$ cat config.mk
export PLATFORM = sky130hd
export DESIGN_NAME = dsf_fir2ch
export DESIGN_NICKNAME = d
export VERILOG_FILES = /design/src/rtl/dsf_pkg.sv /design/src/rtl/dsf_tapline.sv /design/src/rtl/dsf_lutbank.sv /design/src/rtl/dsf_accum.sv /design/src/rtl/dsf_fir2ch.sv
export SDC_FILE = /design/constraint.sdc
export NUM_CORES = 1
export LEC_CHECK = 0
export CAP_MARGIN = 20
export CORE_MARGIN = 2
export CORE_UTILIZATION = 55
export CTS_BUF_LIST = sky130_fd_sc_hd__clkbuf_16
export DETAILED_ROUTE_END_ITERATION = 8
export PLACE_DENSITY = 0.74
export SYNTH_ARGS = -nofsm -noshare
export SYNTH_HDL_FRONTEND = slang
export SYNTH_SLANG_ARGS = --single-unit
$ cat constraint.sdc
create_clock -name clk -period 5 [get_ports clk]
set_input_delay 0.5 -clock clk [delete_from_list [all_inputs] [get_ports clk]]
set_output_delay 0.5 -clock clk [all_outputs]
set_load 0.03 [all_outputs]
$ cat src/rtl/dsf_pkg.sv
package dsf_pkg;

  // Sum of the coefficients of one four-tap group selected by a 4-bit address.
  function automatic int group_sum(input int c0, input int c1, input int c2,
                                   input int c3, input int addr);
    int acc;
    acc = 0;
    if (addr[0]) acc += c0;
    if (addr[1]) acc += c1;
    if (addr[2]) acc += c2;
    if (addr[3]) acc += c3;
    return acc;
  endfunction

  // Width of a signed group sum that cannot overflow.
  function automatic int lut_width(input int cw);
    return cw + 2;
  endfunction

  // Width of the tree sum across all groups.
  function automatic int tree_width(input int cw, input int groups);
    return lut_width(cw) + $clog2(groups);
  endfunction

endpackage

$ cat src/rtl/dsf_tapline.sv
module dsf_tapline #(
  parameter int TAPS = 16,
  parameter int DW   = 13
) (
  input  logic            clk,
  input  logic            rst_n,
  input  logic            en,
  input  logic            bit_in,
  output logic [TAPS-1:0] tap_bits
);
  localparam int STRIDE = 2 * DW;
  localparam int LEN    = STRIDE * (TAPS - 1);

  logic [LEN-1:0] line_q;

  always_ff @(posedge clk or negedge rst_n) begin
    if (!rst_n)  line_q <= '0;
    else if (en) line_q <= {line_q[LEN-2:0], bit_in};
  end

  assign tap_bits[0] = bit_in;
  for (genvar k = 1; k < TAPS; k++) begin : g_tap
    assign tap_bits[k] = line_q[STRIDE*k-1];
  end

  a_r6_hold_idle: assert property (@(posedge clk) disable iff (!rst_n)
    !en |=> $stable(line_q));

endmodule

$ cat src/rtl/dsf_lutbank.sv
module dsf_lutbank #(
  parameter int TAPS = 16,
  parameter int CW   = 12,
  parameter logic [TAPS*CW-1:0] COEFS = '0,
  localparam int GROUPS = TAPS / 4,
  localparam int SW = dsf_pkg::lut_width(CW),
  localparam int TW = dsf_pkg::tree_width(CW, GROUPS)
) (
  input  logic [TAPS-1:0]        tap_bits,
  output logic signed [TW-1:0]   tree_sum
);
  logic signed [SW-1:0] grp_out [GROUPS];

  for (genvar g = 0; g < GROUPS; g++) begin : g_grp
    localparam int C0 = int'($signed(COEFS[(4*g+0)*CW +: CW]));
    localparam int C1 = int'($signed(COEFS[(4*g+1)*CW +: CW]));
    localparam int C2 = int'($signed(COEFS[(4*g+2)*CW +: CW]));
    localparam int C3 = int'($signed(COEFS[(4*g+3)*CW +: CW]));
    logic signed [SW-1:0] table_q [16];
    for (genvar e = 0; e < 16; e++) begin : g_ent
      localparam int ENT = dsf_pkg::group_sum(C0, C1, C2, C3, e);
      assign table_q[e] = SW'(ENT);
    end
    assign grp_out[g] = table_q[tap_bits[4*g +: 4]];
  end

  always_comb begin
    tree_sum = '0;
    for (int g = 0; g < GROUPS; g++) tree_sum = tree_sum + TW'(grp_out[g]);
  end

endmodule

$ cat src/rtl/dsf_accum.sv
module dsf_accum #(
  parameter int TW = 16,
  parameter int DW = 13,
  localparam int PW = TW + 1,
  localparam int RW = TW + DW
) (
  input  logic                 clk,
  input  logic                 rst_n,
  input  logic                 en,
  input  logic                 first_bit,
  input  logic                 sign_bit,
  input  logic signed [TW-1:0] tsum,
  output logic signed [RW-1:0] result
);
  // Two-deep loop: each channel reads the partial written two clocks earlier.
  logic signed [PW-1:0] p1_q, p2_q;
  logic [DW-2:0]        l1_q, l2_q;
  logic signed [PW-1:0] base, addend, step;
  logic [DW-2:0]        low_in;

  always_comb begin
    base   = first_bit ? '0 : p2_q;
    low_in = first_bit ? '0 : l2_q;
    addend = PW'(tsum);
    step   = sign_bit ? (base - addend) : (base + addend);
  end

  assign result = {step, low_in};

  always_ff @(posedge clk or negedge rst_n) begin
    if (!rst_n) begin
      p1_q <= '0; p2_q <= '0; l1_q <= '0; l2_q <= '0;
    end else if (en) begin
      p1_q <= step >>> 1;
      l1_q <= {step[0], low_in[DW-2:1]};
      p2_q <= p1_q;
      l2_q <= l1_q;
    end
  end

  a_r7_start_clears: assert property (@(posedge clk) disable iff (!rst_n)
    (en && first_bit && !sign_bit && tsum == '0) |=> (p1_q == '0));

endmodule

$ cat src/rtl/dsf_fir2ch.sv
module dsf_fir2ch #(
  parameter int TAPS = 16,
  parameter int DW   = 13,
  parameter int CW   = 12,
  parameter logic [TAPS*CW-1:0] COEFS = '0,
  localparam int TW = dsf_pkg::tree_width(CW, TAPS / 4),
  localparam int RW = TW + DW
) (
  input  logic          clk,
  input  logic          rst_n,
  input  logic          ser_bit,
  input  logic          frame_start,
  output logic          y_valid,
  output logic          y_chan,
  output logic [RW-1:0] y_data
);
  localparam int FR = 2 * DW;
  localparam int CNW = $clog2(FR + 1);

  logic [CNW-1:0] cnt_q, idx;
  logic           run_q, active, first_bit, last_bit;
  logic [TAPS-1:0]      tap_bits;
  logic signed [TW-1:0] tree_sum;
  logic signed [RW-1:0] acc_res;

  assign active    = frame_start | run_q;
  assign idx       = frame_start ? '0 : cnt_q;
  assign first_bit = (idx < CNW'(2));
  assign last_bit  = (idx >= CNW'(FR - 2));

  always_ff @(posedge clk or negedge rst_n) begin
    if (!rst_n) begin
      cnt_q <= '0;
      run_q <= 1'b0;
    end else if (active) begin
      cnt_q <= idx + CNW'(1);
      run_q <= (idx != CNW'(FR - 1));
    end
  end

  dsf_tapline #(.TAPS(TAPS), .DW(DW)) u_line (
    .clk(clk), .rst_n(rst_n), .en(active), .bit_in(ser_bit), .tap_bits(tap_bits));

  dsf_lutbank #(.TAPS(TAPS), .CW(CW), .COEFS(COEFS)) u_luts (
    .tap_bits(tap_bits), .tree_sum(tree_sum));

  dsf_accum #(.TW(TW), .DW(DW)) u_acc (
    .clk(clk), .rst_n(rst_n), .en(active), .first_bit(first_bit),
    .sign_bit(last_bit), .tsum(tree_sum), .result(acc_res));

  always_ff @(posedge clk or negedge rst_n) begin
    if (!rst_n) begin
      y_valid <= 1'b0;
      y_chan  <= 1'b0;
      y_data  <= '0;
    end else begin
      y_valid <= active && last_bit;
      if (active && last_bit) begin
        y_chan <= idx[0];
        y_data <= acc_res;
      end
    end
  end

  a_r4_a_after_sign: assert property (@(posedge clk) disable iff (!rst_n)
    (active && idx == CNW'(FR - 2)) |=> (y_valid && !y_chan));

  a_r4_valid_needs_frame: assert property (@(posedge clk) disable iff (!rst_n)
    y_valid |-> $past(active));

  a_r2_b_follows_a: assert property (@(posedge clk) disable iff (!rst_n)
    (y_valid && y_chan) |-> $past(y_valid && !y_chan));

  a_r2_count_range: assert property (@(posedge clk) disable iff (!rst_n)
    run_q |-> (cnt_q != '0 && cnt_q < CNW'(FR)));

endmodule

======== After elaboration in Yosys (flattened, before gate mapping) ========
Memory sizes are Yosys's and may differ from the RTL's.
Cells that the tools add are included.
word-level totals
  register bits after elaboration ......... 483
  ROM bits ................................ 896
  output and inout bits ................... 31
  memories kept ........................... 4
cells by class
  add/subtract/negate cells ............... 6
  $lt $le $gt $ge ......................... 6
  equal/unequal tests ..................... 1
  multiplexer cells ....................... 12
  bitwise gates (word level) .............. 5
  reduce and logical (&&, ||, !) cells .... 1
memories
  memory            words  width  read ports  clocked after Yosys merged registers in  write ports  RTL line           RTL
  (name not given)  16     14     1           0                                        0            dsf_lutbank.sv:24  assign grp_out[g] = table_q[tap_bits[4*g +: 4]];
  (name not given)  16     14     1           0                                        0            dsf_lutbank.sv:24
  (name not given)  16     14     1           0                                        0            dsf_lutbank.sv:24
  (name not given)  16     14     1           0                                        0            dsf_lutbank.sv:24
operators by type and width
  kind                 count
  $mux 14              8
  $mux 17              2
  $ge 5x5->1 const B   5
  $not 4->5            4
  $add 17x16->17       1
  $sub 17x16->17       1
  $add 15x14->16       1
  $add 16x14->16       1
  $add 14x14->15       1
  $mux 12              1
  $add 5x1->5 const B  1
  $lt 5x2->1 const B   1
  $mux 5               1
  $ne 5x5->1 const B   1
  $logic_and 1x1->1    1
  $or 1x1->1           1

======== Logic depth before layout (Yosys ltp) ========
Gate-level depths: netlist of run 1.
  depth after elaboration ................. 9
  mapped depth ............................ 6

======== Modules after synthesis ========
A second synthesis of run 1 with hierarchy kept.
second synthesis, totals
  cells, all modules ...................... 1266
  area total of the unflattened synthesis .. 20114.3 sq um
modules (own cells, without submodules)
  module       times used  cells an instance  area each (sq um)  seq. area each (sq um)
  dsf_tapline  1           839                14930.6            9759.4
  dsf_accum    1           309                3425.8             1401.3
  dsf_fir2ch   1           101                1634.1             925.9
  dsf_lutbank  1           17                 123.9              0.0

======== Least setup slack after synthesis of run 1 ========
No wires, ideal clock.
  path type ............................... input to register
  start ................................... input frame_start
  end ..................................... register cnt_q[4]
  arrival time ............................ 1517 ps
  required time ........................... 4875 ps
  slack ................................... 3358 ps
  cell stages on the path ................. 6
  path buffers ............................ 1
  path through ............................ clkbuf_1 > nand2b_1 > inv_1 > ha_1 > nand4_1 > mux2_2
on the way
  longest elaborated chain between the ends .. 2
  elaborated cells on any way between the ends .. 3
  those cells by class .................... 1 x add/sub; 1 x mux; 1 x bitwise
ends and longest elaborated chain
  element               RTL line          RTL
  start, declared       dsf_fir2ch.sv:12  input logic frame_start,
  $mux 5                dsf_fir2ch.sv:27  assign idx = frame_start ? '0 : cnt_q;
  $add 5x1->5           dsf_fir2ch.sv:36  cnt_q <= idx + CNW'(1);
  end signal, assigned  dsf_fir2ch.sv:36
  end, declared         dsf_fir2ch.sv:20  logic [CNW-1:0] cnt_q, idx;
Several ways; a longest one is shown, not always the timed one.
A chain may end at the register's enable or synchronous reset.

======== Worst setup path in the final report of run 1 ========
  start ................................... input frame_start
  end ..................................... register y_data[5]
on the way
  longest elaborated chain between the ends .. 3
  elaborated cells on any way between the ends .. 6
  those cells by class .................... 2 x order compare; 2 x mux; 1 x bitwise; 1 x reduce/logical
ends and longest elaborated chain
  element                                       RTL line                            RTL
  $mux 5                                        dsf_fir2ch.sv:27
  $lt 5x2->1 or $ge 5x5->1 (tied branches)      dsf_fir2ch.sv:28, dsf_fir2ch.sv:29
  $mux 12 or $logic_and 1x1->1 (tied branches)  dsf_accum.sv:23, dsf_fir2ch.sv:58
  end signal, assigned                          dsf_fir2ch.sv:60                    y_data <= acc_res;
  end, declared                                 dsf_fir2ch.sv:15                    output logic [RW-1:0] y_data
Several ways; a longest one is shown, not always the timed one.

==> metrics, run 1 <==
outcome=completed; residual DRC count=0; worst setup path start=frame_start; post-cts resize count=0; fraction of layout cells with a size suffix above 1=0.3192; pin count of the biggest net entering global routing=60; antenna violations before repair=0; Final GP Congestion=0.7790; Final setup violation count=0; fmax=0.3820 GHz; gr usage total=0.1714; Syn Area/Cell=15.95 µm²; Synth Cell Area=3573 µm²; M1 WL=2.659 mm; CTS tree=done; Die X=84.61 µm; Core Footprint=6314 µm²; Clock Root Buffer=clkbuf_16; Crit path required time=5.21 ns; Post-CTS Setup Inserts=0; cts bufs inserted=9; hold crit path type=primary input to async pin; drt total wl=5.518 mm; Final Hold Fails=0; Vias/cell=5.849; most frequent cells in the layout=dfrtp_1 (93), mux2_2 (60), clkdlybuf4s50_1 (32), a32o_1 (28), clkbuf_16 (9); Synth cell types=21; post-synth top area share=0.6513; Die Y=84.61 µm; die area=7158 µm²; H-tree depth=3; area grow syn2layout=19.40%; Final Cycle Share=0.5235; crit path max-delay cell type=nand4b_1; Clock Skew=0.004965 ns; met2 routed WL=2.595 mm; Clk Latency, worst-skew pair=0.33 ns; Synth Register Bits=93; CTS Sinks=93; Clock Pin Slew Worst Setup and Hold Paths=0.06 ns; most common cell after layout, fill and taps aside=dfrtp_1; initial core utilization=0.5660; # nets final=261; routed wl met3=155 µm; CTS Buffer Depth=2; Synth Instances=224; global-route wire length before repair=9.577 mm; Worst EP arrival=2.83 ns; Ant. Diodes=0; Post-DP HPWL=3.340 mm; RSZ-0062 raised after global routing=false; Routed Antenna Nets=0; post-layout util=0.6758; average wire per standard cell=16.37 µm; site row count=29; maximum capacitance violations=0; Worst R2R Start=run_q; critical path type=primary input to register; Net Count, Synth=230; DR top layer=met4; crit-path max FO=16; fin crit period=2.618 ns; Total Power=1.517 mW; DR vias=1,971; Yosys Warn Count=0; initial DRC count=77; sum of negative setup slack=0 ns; PwrDens=355.7 nW/µm²; port bufs=33; IR drop worst, VDD=0.0002760 V; router iterations before antenna repair=4; sequential share of the synthesized area=0.6513; Worst slew margin=0.4398; leakage power=2.057 nW; Tightest Pin Transition=0.8359 ns; Synth area leader=dfrtp_1; max incr delay on CP=0.86 ns; CP Cell Sequence=clkdlybuf4s50_1 -> nand4b_1 -> buf_4 -> mux2_2; vias in the first global route=1,952; Hold Buf Count CTS=0; Slew Viols, Final=0; Synth area leaders=dfrtp_1 (65%), mux2_2 (19%), a32o_1 (7.8%); gr ovfl total=0; crit path capture type=register; startpoint types=primary input; worst reg2reg path depth=3; I/O pin cnt=35
final cells by class:
class | instances | area [µm²]
Clock buffer | 9 | 225.2
Clock inverter | 7 | 90.09
Fill cell | 465 | 2047
Inverter | 3 | 11.26
Multi-Input combinational cell | 111 | 1139
Sequential cell | 93 | 2327
Tap cell | 77 | 96.34
Timing Repair Buffer | 37 | 377.9
per-stage QoR:
step	instance area, µm²	setup WS [ns]	instances	hold WS, ns
3_3_place_gp	3924	2.021	320	0.4691
3_5_place_dp	3951	1.980	321	0.4770
6_report	4267	2.382	337	0.1117
2_1_floorplan	3573	3.358	224	0.2044
4_1_cts	4267	2.356	337	0.1223
5_1_grt	4267	2.218	337	0.1416
sequential cells by signal, summed over array words and instances, names as in the netlist:
| name | count |
|---|---|
| cnt_q | 5 |
| run_q | 1 |
| u_acc.l1_q | 12 |
| u_acc.l2_q | 12 |
| u_acc.p1_q | 16 |
| u_acc.p2_q | 16 |
| y_chan | 1 |
| y_data | 29 |
| y_valid | 1 |
routing by layer:
layer / GRT usage / vias up
met1: 0.2487 / 1022
met5: 0 / -
li1: - / 902
met4: 0.08225 / 0
met3: 0.03736 / 11
met2: 0.2484 / 36
power by group:
group / leakage [nW] / switching [mW] / internal (mW)
clock: 0.153 / 0.269 / 0.435
sequential: 1.29 / 0.00389 / 0.756
combinational: 0.615 / 0.0413 / 0.0123
logic make-up after synthesis:
kind of cell / after synthesis / synth area share
xor gates and xnor gates: 1 / 0.002451
muxes: 61 / 0.1919
AOI/OAI and AO/OA: 30 / 0.08333
DFF: 93 / 0.6513
and+or+nand+nor: 17 / 0.03116
buffers and inverters: 20 / 0.03291
adders and majority gates: 2 / 0.007002
critical path, delay by kind of cell:
kind | cells | cell delay (ns)
buf+inv | 2 | 1.14
mux | 1 | 0.30
simple gates | 1 | 0.86
worst paths after layout:
check / endpoint / slack [ns]
worst max-delay path: y_data[5] / 2.38
worst min-delay path: y_data[2] / 0.11
worst max register to register: y_data[5] / 2.82
worst min register to register: u_acc.p1_q[7] / 0.49
max in group asynchronous: u_acc.l2_q[4] / 3.82
min in group clk: u_acc.p1_q[7] / 0.49
synthesized netlist by cell type:
cell type	number
mux2i_1	1
dfrtp_1	93
nor2b_1	5
buf_6	1
or3_1	1
xnor2_1	1
nand4b_1	3
nand2b_1	2
or4_4	1
clkbuf_1	3
nand4_1	2
a32o_1	28
o211a_1	1
buf_2	10
mux2_2	60
ha_1	2
nor2_1	3
buf_8	2
buf_1	1
a21o_1	1
inv_1	3
Power figures use the tool's default switching activity.
==> run 2, diff against run 1 <==
--- a/config.mk
+++ b/config.mk
@@ -7,10 +7,10 @@
 export LEC_CHECK = 0
 export CAP_MARGIN = 20
 export CORE_MARGIN = 2
-export CORE_UTILIZATION = 55
+export CORE_UTILIZATION = 50
 export CTS_BUF_LIST = sky130_fd_sc_hd__clkbuf_16
 export DETAILED_ROUTE_END_ITERATION = 8
-export PLACE_DENSITY = 0.74
+export PLACE_DENSITY = 0.71
 export SYNTH_ARGS = -nofsm -noshare
 export SYNTH_HDL_FRONTEND = slang
 export SYNTH_SLANG_ARGS = --single-unit
==> constraint.sdc (replaced) <==
create_clock -name clk -period 2.18 [get_ports clk]
set_input_delay 0.218 -clock clk [delete_from_list [all_inputs] [get_ports clk]]
set_output_delay 0.218 -clock clk [all_outputs]
set_load 0.03 [all_outputs]
==> run 2 against run 1 <==
  * Final area increased by 1.3%
  * Sequential share of layout area fell by 0.73 points
  * Die area grew 9.5%
  * Largest cell class unchanged
  * Critical path depth fell by 1
  * Critical path type is now register to register
  * Power grew 120%
  * Count of clock-buffer cells in the layout stayed put
  * Cell count grew 8.0%
  * Register-to-register slack got worse by 2.3 ns
  * Core utilization is 4.6 points lower
==> metrics, run 2 (synthesis results as in run 1) <==
outcome=completed; buffers plus inverters on the worst setup path=1 (-1); H-tree depth=3 (unchanged); Tightest Pin Transition=0.7548 ns (-0.08114 ns); Final setup violation count=0 (unchanged); Final GP Congestion=0.7727 (-0.81%); residual DRC count=0 (unchanged); Final Hold Fails=0 (unchanged); CTS Buffer Depth=2 (unchanged); Psw=0.7718 mW (+150%); initial DRC count=135 (+75%); Largest register FFs=29 (unchanged); Crit path required time=2.46 ns (-2.75 ns); global-route wire length before repair=10.08 mm (+5.3%); internal power=2.538 mW (+110%); CTS tree=done; critical path type=register to register; Die X=88.54 µm (+4.7%); port bufs=33 (unchanged); # nets final=269 (+3.1%); CTS Sinks=93 (unchanged); post-cts resize count=0 (unchanged); IR drop worst, VDD=0.0004052 V (+47%); I/O pin cnt=35 (unchanged); Gate power share=0.039 (+0.004); Sw Ratio=0.2332 (+0.02588); Clk Latency, worst-skew pair=0.34 ns (about the same); sequential share of power=0.526 (+0.025); fin crit period=1.688 ns; drt total wl=5.952 mm (+7.9%); Vias/cell=5.475 (-6.4%); pin count of the biggest net entering global routing=63 (+5.0%); worst reg2reg path depth=3 (unchanged); hold depth=1; Clock Pin Slew Worst Setup and Hold Paths=0.07 ns (about the same); CP Cell Sequence=nor2b_2 -> buf_8 -> a32o_1; hold crit path type=register to register; RSZ-0062 raised after global routing=false; cell count along the critical path=3 (-1); Worst slew margin=0.4968 (+0.05705); gr ovfl total=0 (unchanged); site row count=30 (+3.4%); leakage power=2.068 nW (+0.50%); crit path capture type=register; most frequent cells in the layout=dfrtp_1 (93), mux2_2 (60), clkdlybuf4s50_1 (32), a32o_1 (28); max incr delay on CP=0.64 ns (-0.22 ns); Hold Buf Count CTS=1 (+1); crit-path max FO=15 (-1); gr usage total=0.1730 (+0.001570); final std cells w/o fill=364 (+8.0%); fill count=518 (+11%); vias in the first global route=2,027 (+3.8%); area grow syn2layout=21.01%; cts bufs inserted=9 (unchanged); design area=4324 µm² (+1.3%); dpl cell area=4040 µm² (+2.2%); fraction of layout cells with a size suffix above 1=0.3358 (+0.01659); die area=7839 µm² (+9.5%); startpoint types=register; average wire per standard cell=16.35 µm (-0.14%); router iterations before antenna repair=4 (unchanged); cell count after placement=347 (+8.1%); fmax=0.5925 GHz; post-layout util=0.6295 (-0.04628); Final Cycle Share=0.7742; PwrDens=765.5 nW/µm² (+120%); most common cell after layout, fill and taps aside=dfrtp_1; Post-DP HPWL=3.615 mm (+8.2%); Total Power=3.310 mW (+120%); initial core utilization=0.5202 (-0.04577); DR vias=1,993 (+1.1%); antenna violations before repair=0 (unchanged); maximum capacitance violations=0 (unchanged); Largest delay share family, worst path=simple AND/OR/NAND/NOR gates; sum of negative setup slack=0 ns (unchanged); Ant. Diodes=0 (unchanged); Worst EP arrival=1.96 ns (-0.87 ns); Regs by FF count=y_data: 29 flops, u_acc.p1_q: 16 flops, u_acc.p2_q: 16 flops; Die Y=88.54 µm (+4.7%); Core Footprint=6869 µm² (+8.8%); crit path max-delay cell type=nor2b_2; Slew Viols, Final=0 (unchanged); Clock Skew=0.009475 ns (+0.004511 ns); Most flops, register=y_data; Clock Root Buffer=clkbuf_16; Routed Antenna Nets=0 (unchanged); Clock Power Share=0.435 (-0.029); Post-CTS Setup Inserts=0 (unchanged)
-- run 2: path summary, 6_finish.rpt --
| kind | from | endpoint | slack, ns |
|---|---|---|---|
| hold / removal | u_acc.l1_q[8] | u_acc.l1_q[8] | 0.49 |
| setup reg to reg | run_q | u_acc.p1_q[10] | 0.49 |
| hold reg to reg | u_acc.l1_q[8] | u_acc.l1_q[8] | 0.49 |
| max in group asynchronous | rst_n | u_acc.p2_q[5] | 0.99 |
| min in group asynchronous | rst_n | y_data[1] | 0.50 |
| setup / recovery | run_q | u_acc.p1_q[10] | 0.49 |
-- run 2: final cells by class --
cell class	count	area (µm²)	share of cell area
clock buffers	9	225.2	0.05208
inverters	3	11.26	0.002604
repair buffers	45	452.9	0.1047
flip-flops and latches	93	2327	0.5382
clock inverters	7	48.80	0.01128
multi-input cells	111	1139	0.2633
well taps	96	120.1	0.02778
-- run 2: metal layers --
layer | GRT usage | up-vias | routed length (µm)
li1 | - | 920 | -
met1 | 0.2459 | 1030 | 2870
met2 | 0.2550 | 37 | 2827
met3 | 0.04104 | 6 | 176
met4 | 0.07851 | 0 | 77
met5 | 0 | - | 0
-- run 2: power by group through the flow --
stage          Sequential (mW)  Combinational, mW  Clock (mW)
2_1_floorplan             1.77             0.0967           0
3_3_place_gp              1.77              0.126           0
3_5_place_dp              1.78              0.131           0
4_1_cts                   1.74              0.133        1.46
5_1_grt                   1.74              0.146        1.54
6_report                  1.74              0.128        1.44
-- run 2: stage by stage --
step                setup WS [ns]  hold WS, ns
finish                     0.4922       0.4887
global route               0.3963       0.5112
CTS                        0.4885       0.4917
detailed placement         0.2993       0.3399
global placement           0.1599       0.3403
floorplan                  0.6195     -0.07759
==> run 3, diff against run 2 <==
==> constraint.sdc (replaced) <==
create_clock -name clk -period 1.51 [get_ports clk]
set_input_delay 0.151 -clock clk [delete_from_list [all_inputs] [get_ports clk]]
set_output_delay 0.151 -clock clk [all_outputs]
set_load 0.03 [all_outputs]
==> run 3 against run 2 <==
  * Non-clock buffer count up 9
  * Core utilization grew 3.3 points
  * The run now ends with setup timing left
  * Final area is 5.2% higher
  * Cell count increased by 2.7%
  * Sequential cell count stayed put
  * Sequential power is 45% higher
  * Worst hold slack lost 0.18 ns
==> metrics, run 3 (synthesis results as in run 1) <==
outcome=finished with violations; CTS tree=done; CTS Sinks=93 (unchanged); Clock Root Buffer=clkbuf_16; cell count along the critical path=2 (-1); CTS Buffer Depth=2 (unchanged); gr ovfl total=0 (unchanged); crit path max-delay cell type=or4_4; Final GP Congestion=0.8050 (+4.2%); site row count=30 (unchanged); Gate power share=0.046 (+0.007); Largest delay share family, worst path=simple AND/OR/NAND/NOR gates; IR drop worst, VDD=0.0007202 V (+78%); Regs by FF count=y_data: 29 flops, u_acc.p1_q: 16 flops, u_acc.p2_q: 16 flops; Clock Pin Slew Worst Setup and Hold Paths=0.06 ns (about the same); global-route wire length before repair=10.67 mm (+5.9%); RSZ-0062 raised after global routing=true; Final Cycle Share=1.006 (+0.2322); initial DRC count=132 (-2.2%); Vias/cell=5.511 (+0.65%); Post-DP HPWL=3.699 mm (+2.3%); crit path capture type=register; sum of negative setup slack=-0.04614 ns (-0.04614 ns); Most flops, register=y_data; Final setup violation count=10 (+10); H-tree depth=3 (unchanged); Ant. Diodes=0 (unchanged); die area=7839 µm² (unchanged); most frequent cells in the layout=dfrtp_1 (93), mux2_2 (60), a32o_1 (27), dlymetal6s2s_1 (25), buf_4 (15); Worst slew margin=0.5432 (+0.04636); Clock Power Share=0.462 (+0.027); startpoint types=register; antenna violations before repair=0 (unchanged); design area=4549 µm² (+5.2%); critical path type=register to register; hold crit path type=primary input to async pin; internal power=4.026 mW (+59%); final std cells w/o fill=374 (+2.7%); router iterations before antenna repair=4 (unchanged); DR vias=2,061 (+3.4%); Psw=1.098 mW (+42%); PwrDens=1126 nW/µm² (+47%); Crit path required time=1.73 ns (-0.73 ns); drt total wl=6.231 mm (+4.7%); Routed Antenna Nets=0 (unchanged); vias in the first global route=2,165 (+6.8%); fraction of layout cells with a size suffix above 1=0.3597 (+0.02389); most common cell after layout, fill and taps aside=dfrtp_1; Tightest Pin Transition=0.6838 ns (-0.07099 ns); fill count=480 (-7.3%); sequential share of power=0.491 (-0.035); max incr delay on CP=0.68 ns (+0.04 ns); area grow syn2layout=27.31%; worst reg2reg path depth=2 (-1); port bufs=33 (unchanged); # nets final=279 (+3.7%); failing checks=setup timing; average wire per standard cell=16.66 µm (+1.9%); gr usage total=0.1835 (+0.01052); Clk Latency, worst-skew pair=0.33 ns (about the same); CP Cell Sequence=or4_4 -> a32o_1; Worst EP arrival=1.74 ns (-0.22 ns); Setup WS post-layout=-0.009705 ns (-0.5019 ns); Die X=88.54 µm (unchanged); cts bufs inserted=9 (unchanged); Largest register FFs=29 (unchanged); maximum capacitance violations=0 (unchanged); Final Hold Fails=0 (unchanged); buffers plus inverters on the worst setup path=0 (-1); I/O pin cnt=35 (unchanged); initial core utilization=0.5202 (unchanged); Core Footprint=6869 µm² (unchanged); Slew Viols, Final=0 (unchanged); residual DRC count=0 (unchanged); Die Y=88.54 µm (unchanged); Clock Skew=0.003668 ns (-0.005807 ns); dpl cell area=4150 µm² (+2.7%); pin count of the biggest net entering global routing=35 (-44%); leakage power=2.679 nW (+30%); cell count after placement=356 (+2.6%); Sw Ratio=0.2143 (-0.01889); fmax=0.6580 GHz (+11%); crit-path max FO=14 (-1); fin crit period=1.520 ns (-0.1681 ns); Setup WS pre-CTS=-0.4421 ns (-0.7414 ns); Final Hold Slack=0.3054 ns (-0.1833 ns)
run 3: changes by cell type in the layout (fill, tap and decap cells not counted), sizes merged:
| cell | delta |
|---|---|
| bufinv | +2 |
| buf | +9 |
| clkdlybuf4s50 | -31 |
| inv | +1 |
| or4 | +1 |
| clkinvlp | -1 |
| clkinv | -2 |
| dlygate4sd2 | +6 |
| dlymetal6s2s | +25 |
run 3: per-stage QoR:
step / total power [mW] / utilization
finish: 5.124 / 0.6623
global route: 5.319 / 0.6623
CTS: 5.171 / 0.6530
detailed placement: 2.777 / 0.6042
global placement: 2.773 / 0.6042
floorplan: 2.700 / -
run 3: what timing repair did:
| action | CTS | global route |
|---|---|---|
| gates resized for setup | 8 | 26 |
| setup buffers | 0 | 0 |
| cloned | 1 | 0 |
| hold buffers | 1 | 0 |
| hold endpoints to repair | 29 | 0 |
| endpoints found under the setup margin | 34 | 52 |
| pin swaps | 2 | 16 |
run 3: power by group through the flow:
stage          combinational (mW)  sequential (mW)  clock [mW]
2_1_floorplan               0.140             2.56           0
3_3_place_gp                0.217             2.56           0
6_report                    0.237             2.52        2.37
4_1_cts                     0.243             2.51        2.41
3_5_place_dp                0.221             2.56           0
5_1_grt                     0.265             2.52        2.54
run 3: worst paths after layout:
check | start | endpoint | slack [ns]
max in group asynchronous | rst_n | u_acc.p2_q[13] | 0.69
worst min register to register | u_acc.l1_q[8] | u_acc.l1_q[8] | 0.49
min in group clk | u_acc.l1_q[8] | u_acc.l1_q[8] | 0.49
worst max-delay path | cnt_q[2] | u_acc.l1_q[7] | -0.01
worst max register to register | cnt_q[2] | u_acc.l1_q[7] | -0.01
worst min-delay path | rst_n | y_data[2] | 0.31
run 3: final cells by class:
cell class / count / area [µm²] / area share
multi-input cells: 112 / 1156 / 0.2541
well taps: 96 / 120.1 / 0.02640
repair buffers: 54 / 618.1 / 0.1359
clock inverters: 7 / 91.34 / 0.02008
flip-flops and latches: 93 / 2327 / 0.5116
clock buffers: 9 / 225.2 / 0.04950
inverters: 3 / 11.26 / 0.002475
run 3: layer usage:
layer,vias up,global-route usage,part of all wire
met5,-,0,0
met4,0,0.08540,0.030
met3,14,0.04944,0.042
met2,46,0.2830,0.47
met1,1062,0.2442,0.46
li1,939,-,-
